File: src/rtl/irqc_pkg.sv
package irqc_pkg;
  localparam int WORD_W = 32;
  localparam int LANES  = WORD_W / 8;
  localparam int IDX_W  = 3;

  localparam logic [IDX_W-1:0] W_STAT     = 3'd0;
  localparam logic [IDX_W-1:0] W_THRESH   = 3'd1;
  localparam logic [IDX_W-1:0] W_PRIO_LO  = 3'd4;

  typedef enum logic [1:0] {EV_NONE, EV_BYPASS, EV_SOURCE, EV_RELEASE} ev_kind_e;

  function automatic logic [WORD_W-1:0] lane_merge(input logic [WORD_W-1:0] old_w,
                                                   input logic [WORD_W-1:0] new_w,
                                                   input logic [LANES-1:0] be);
    logic [WORD_W-1:0] r;
    r = old_w;
    for (int k = 0; k < LANES; k++)
      if (be[k]) r[8*k +: 8] = new_w[8*k +: 8];
    return r;
  endfunction
endpackage

File: src/rtl/irqc_regfile.sv
module irqc_regfile
  import irqc_pkg::*;
#(
  parameter int NSRC  = 16,
  parameter int LVL_W = 3
) (
  input  logic                    clk,
  input  logic                    rst,
  input  logic                    wr_en,
  input  logic [IDX_W-1:0]        word_idx,
  input  logic [LANES-1:0]        be,
  input  logic [WORD_W-1:0]       wdata,
  input  logic [NSRC-1:0]         pend_set,
  output logic [WORD_W-1:0]       rdata,
  output logic [WORD_W-1:0]       stat_q,
  output logic [WORD_W-1:0]       thresh_q,
  output logic [NSRC*LVL_W-1:0]   prio_flat
);
  localparam int PER_WORD = LANES;
  localparam int NPRIO    = (NSRC + PER_WORD - 1) / PER_WORD;
  localparam logic [WORD_W-1:0] STAT_RST = {{(WORD_W-NSRC){1'b0}}, {NSRC{1'b1}}};

  logic [WORD_W-1:0] prio_q [NPRIO];
  logic [WORD_W-1:0] stat_d;

  always_comb begin
    stat_d = stat_q;
    if (wr_en && word_idx == W_STAT) stat_d = lane_merge(stat_q, wdata, be);
    stat_d[NSRC-1:0] = stat_d[NSRC-1:0] & ~pend_set;
  end

  always_ff @(posedge clk) begin
    if (rst) begin
      stat_q   <= STAT_RST;
      thresh_q <= '0;
    end else begin
      stat_q <= stat_d;
      if (wr_en && word_idx == W_THRESH) thresh_q <= lane_merge(thresh_q, wdata, be);
    end
  end

  for (genvar i = 0; i < NPRIO; i++) begin : g_prio
    always_ff @(posedge clk) begin
      if (rst) prio_q[i] <= '0;
      else if (wr_en && word_idx == W_PRIO_LO + IDX_W'(i))
        prio_q[i] <= lane_merge(prio_q[i], wdata, be);
    end
  end

  for (genvar s = 0; s < NSRC; s++) begin : g_field
    assign prio_flat[s*LVL_W +: LVL_W] = prio_q[s / PER_WORD][8*(s % PER_WORD) +: LVL_W];
  end

  always_comb begin
    rdata = '0;
    if (word_idx == W_STAT)   rdata = stat_q;
    if (word_idx == W_THRESH) rdata = thresh_q;
    for (int i = 0; i < NPRIO; i++)
      if (word_idx == W_PRIO_LO + IDX_W'(i)) rdata = prio_q[i];
  end
endmodule

File: src/rtl/irqc_vector_sel.sv
module irqc_vector_sel
  import irqc_pkg::*;
#(
  parameter int NSRC     = 16,
  parameter int LVL_W    = 3,
  parameter int VEC_W    = 6,
  parameter int VEC_BASE = 16,
  parameter int BYP_VEC  = 32
) (
  input  logic                  clk,
  input  logic                  rst,
  input  logic [NSRC-1:0]       on_stb,
  input  logic                  any_off,
  input  logic                  byp_on,
  input  logic [NSRC*LVL_W-1:0] prio_flat,
  input  logic [WORD_W-1:0]     thresh,
  output logic                  vec_valid,
  output logic [VEC_W-1:0]      vec_out
);
  logic [NSRC-1:0] qual;
  logic [VEC_W-1:0] win_vec;
  logic [VEC_W-1:0] nxt_vec;
  ev_kind_e kind;

  for (genvar s = 0; s < NSRC; s++) begin : g_qual
    assign qual[s] = on_stb[s] && (WORD_W'(prio_flat[s*LVL_W +: LVL_W]) > thresh);
  end

  always_comb begin
    win_vec = '0;
    for (int s = NSRC - 1; s >= 0; s--)
      if (qual[s]) win_vec = VEC_W'(VEC_BASE + s);
  end

  always_comb begin
    if (byp_on)       kind = EV_BYPASS;
    else if (|qual)   kind = EV_SOURCE;
    else if (any_off) kind = EV_RELEASE;
    else              kind = EV_NONE;
    case (kind)
      EV_BYPASS: nxt_vec = VEC_W'(BYP_VEC);
      EV_SOURCE: nxt_vec = win_vec;
      default:   nxt_vec = '0;
    endcase
  end

  always_ff @(posedge clk) begin
    if (rst) begin
      vec_valid <= 1'b0;
      vec_out   <= '0;
    end else begin
      vec_valid <= (kind != EV_NONE);
      if (kind != EV_NONE) vec_out <= nxt_vec;
    end
  end
endmodule

File: src/rtl/irq_prio_ctrl.sv
module irq_prio_ctrl
  import irqc_pkg::*;
#(
  parameter int NSRC     = 16,
  parameter int LVL_W    = 3,
  parameter int VEC_W    = 6,
  parameter int VEC_BASE = 16,
  parameter int BYP_VEC  = 32
) (
  input  logic              clk,
  input  logic              rst,
  input  logic              bus_wr,
  input  logic [4:0]        bus_addr,
  input  logic [3:0]        bus_be,
  input  logic [31:0]       bus_wdata,
  output logic [31:0]       bus_rdata,
  input  logic [NSRC-1:0]   src_on,
  input  logic [NSRC-1:0]   src_off,
  input  logic              byp_on,
  input  logic              byp_off,
  output logic              vec_valid,
  output logic [VEC_W-1:0]  vec_out
);
  logic [WORD_W-1:0]     stat_q;
  logic [WORD_W-1:0]     thresh_q;
  logic [NSRC*LVL_W-1:0] prio_flat;

  irqc_regfile #(.NSRC(NSRC), .LVL_W(LVL_W)) u_regs (
    .clk(clk), .rst(rst), .wr_en(bus_wr), .word_idx(bus_addr[4:2]), .be(bus_be),
    .wdata(bus_wdata), .pend_set(src_on), .rdata(bus_rdata), .stat_q(stat_q),
    .thresh_q(thresh_q), .prio_flat(prio_flat)
  );

  irqc_vector_sel #(.NSRC(NSRC), .LVL_W(LVL_W), .VEC_W(VEC_W),
                    .VEC_BASE(VEC_BASE), .BYP_VEC(BYP_VEC)) u_sel (
    .clk(clk), .rst(rst), .on_stb(src_on), .any_off((|src_off) | byp_off),
    .byp_on(byp_on), .prio_flat(prio_flat), .thresh(thresh_q),
    .vec_valid(vec_valid), .vec_out(vec_out)
  );
endmodule

File: config.mk
export PLATFORM = sky130hd
export DESIGN_NAME = irq_prio_ctrl
export DESIGN_NICKNAME = d
export VERILOG_FILES = /design/src/rtl/irqc_pkg.sv /design/src/rtl/irqc_regfile.sv /design/src/rtl/irqc_vector_sel.sv /design/src/rtl/irq_prio_ctrl.sv
export SDC_FILE = /design/constraint.sdc
export NUM_CORES = 1
export LEC_CHECK = 0
export BUFFER_PORTS_ARGS = -buffer_cell sky130_fd_sc_hd__clkbuf_2
export CAP_MARGIN = 20
export CELL_PAD_IN_SITES_DETAIL_PLACEMENT = 0
export CELL_PAD_IN_SITES_GLOBAL_PLACEMENT = 1
export CORE_AREA = 2 2 157 159
export DETAILED_ROUTE_END_ITERATION = 16
export DIE_AREA = 0 0 159 161
export GPL_ROUTABILITY_DRIVEN = 0
export GPL_TIMING_DRIVEN = 0
export MAX_ROUTING_LAYER = met4
export PLACE_DENSITY = 0.89
export SYNTH_ARGS = -nofsm -noshare
export SYNTH_HDL_FRONTEND = slang
export SYNTH_SLANG_ARGS = --single-unit
File: constraint.sdc
create_clock -name clk -period 7.2 [get_ports clk]
set_input_delay 0.36 -clock clk [delete_from_list [all_inputs] [get_ports clk]]
set_output_delay 0.36 -clock clk [all_outputs]
set_load 0.1 [all_outputs]
==> run summary <==
FP Rows = 57
layout cells sized above 1 = 0.150
RSZ-0062 raised after global routing = false
initial drt markers = 1046
Nets = 1321
vias in the first global route = 8856
placed cell count = 1497
clock root cell = clkbuf_16
Most used DFF post-synth = edfxtp_1
WL/cell = 23.6 um
Worst R2R Path Depth = 12
synth top area cells = edfxtp_1 36%, dfxtp_1 13%, ha_1 6.0%, and2_1 5.7%, mux2i_1 4.6%
Die Span Y = 161 um
Leak = 0.00505 uW
Synth top area share = 0.363
max_cap viols = 0
FILL cells = 2236
CTS Hold Buffers Added = 0
Worst slew margin = 0.208
total track usage = 0.291
worst hold margin = 0.108 ns
Ys Warns = 0
Chip Width = 159 um
Post-CTS Setup Bufs = 0
final instance area = 12200 sq um
ys async rst share = 0
placed inst area = 11600 sq um
Final Setup Violations = 0
Port Buffers = 112
status = finished clean
first-pass GRT wire length = 53500 um
number of synthesized flops with an enable pin = 128
final wirelength = 36100 um
Mapped Cells = 1060
Hold Fails Final Rpt = 0
Pwr per Cell Area = 228 nW/um^2
H-tree depth = 4
Seq/Total Area, Yosys = 0.497
initial antenna violation count = 0
clk_skew = 0.0155 ns
fin crit period = 4.28 ns
first-pass iteration count of the detailed router = 5
Avg Cell Area, Syn = 9.99 sq um
pin count of the biggest net entering global routing = 23
Gates resized, CTS repair = 0
Arrival @ worst endpoint = 4.65 ns
f_max = 234 MHz
Sink Count = 199
crit end category = flip-flop
Setup TNS = 0 ns
vias = 9095
Synthesized Nets = 1189
Non-Filler Instances = 1530
Yosys cell types = 45
I/O Pins = 117
Max Slew Vio Count = 0
CORE AREA = 24000 sq um
clock buffer depth = 2
CP Class = flip-flop to flip-flop
Hold Path Stages = 2
Initial Util = 0.442
area grow syn2layout = 15.1%
Hold Crit Class = primary input to flip-flop
Final period util = 0.594
die area = 25600 sq um
Vias/cell = 5.94
crit path max fanout = 16
CTS Buf Count = 17
GRT overflow = 0
mapped cell area = 10600 sq um
dominant cell type by area after synthesis = edfxtp_1
Required @ worst endpoint = 7.57 ns
clk_lat worst skew = 0.46 ns
worst slew pin tran = 1.19 ns
maximum vdd ir drop = 0.000144 V
CTS tree = done
Yosys reg bits = 199
clock-pin slew on the worst setup and hold paths = 0.08 ns
HPWL reported at the end of detailed placement = 26500 um
Critical Path Start Type = flip-flop
drc violations = 0
antenna viol nets, final = 0
placed cells by master (no fill, tap or decap), types with 33 or more instances in the layout:
cell,count
nand2_1,106
clkbuf_2,112
a21oi_1,87
o21ai_0,58
and3_1,33
ha_1,51
mux2i_1,49
and2_1,96
dfxtp_1,71
nand3_1,66
edfxtp_1,128
clkbuf_1,58
inv_1,37
nor2_1,54
routing by layer:
metal	wire, um	vias up	GRT usage
met5	0	-	-
met4	1330	0	0.115
met3	3630	99	0.0514
met2	16500	530	0.458
met1	14700	4358	0.377
li1	-	4108	-
worst paths after layout:
kind	startpoint	end	slack, ns
max reg2reg	u_regs.thresh_q[2]$_SDFFE_PP0P_	u_sel.vec_out[1]$_SDFFE_PP0P_	2.92
min	src_on[0]	u_regs.stat_q[0]$_SDFF_PP1_	0.11
max	u_regs.thresh_q[2]$_SDFFE_PP0P_	u_sel.vec_out[1]$_SDFFE_PP0P_	2.92
min reg2reg	u_regs.stat_q[25]$_SDFFE_PP0P_	u_regs.stat_q[25]$_SDFFE_PP0P_	0.46
state kept, by name, summed over array words and instances (netlist names):
| register | flops |
|---|---|
| u_sel.vec_valid | 1 |
| u_sel.vec_out | 6 |
| u_regs.stat_q | 32 |
| u_regs.thresh_q | 32 |
| u_regs.prio_q | 128 |
cell type report:
class / count / area [sq um] / area share
buffer: 68 / 260 / 0.0214
inverter: 37 / 139 / 0.0114
timing repair buffer: 113 / 568 / 0.0466
sequential: 199 / 5270 / 0.432
clock inverter: 15 / 196 / 0.0161
tap: 324 / 405 / 0.0333
clock buffer: 17 / 425 / 0.0349
antenna: 1 / 2.50 / 0.000205
multi-input combinational: 756 / 4920 / 0.404
cell families (layout without fill, tap and decap cells):
| family | after synthesis | in the layout | share of synthesized area |
|---|---|---|---|
| AND/OR/NAND/NOR | 391 | 391 | 0.188 |
| AO/OA/AOI/OAI | 237 | 237 | 0.140 |
| flip-flops | 199 | 199 | 0.497 |
| buffers and inverters | 105 | 250 | 0.0377 |
| multiplexers | 77 | 77 | 0.0761 |
| adder cells (fa/ha/maj) | 51 | 51 | 0.0603 |
| other | 0 | 1 | 0 |
critical path, stage by stage (launching register included):
cell and delay [ns]:
dfxtp_1 0.33, inv_1 0.67, ha_1 0.38, o2111ai_1 0.51, nand4_1 0.26, or3_1 0.44, o31ai_2 0.34, a21oi_1 0.16
ha_1 0.31, nand3b_1 0.26, nor2_1 0.21, o311ai_0 0.17, a21oi_1 0.15
per-stage QoR:
stage               worst slack, ns   util  total power (uW)
finish                         2.92  0.508              2780
global route                   2.68  0.508              2850
CTS                            2.94  0.508              2770
detailed placement             2.98  0.482              1800
global placement               3.00  0.482              1790
floorplan                      3.35      -              1640
power by group:
group / switching [uW] / leakage [uW] / internal (uW) / total, uW
clock: 517 / 0.000299 / 478 / 996
sequential: 24.8 / 0.00180 / 1270 / 1290
combinational: 362 / 0.00295 / 127 / 489
total: 905 / 0.00505 / 1870 / 2780
cells in the mapped netlist, types with 28 or more instances:
master    number
a21oi_1       87
a22o_1        28
and2_1        96
and3_1        33
clkbuf_1      58
dfxtp_1       71
edfxtp_1     128
ha_1          51
inv_1         37
mux2_2        28
mux2i_1       49
nand2_1      106
nand3_1       66
nor2_1        54
o21ai_0       58
Note: power is estimated with default switching activity, not from simulation.
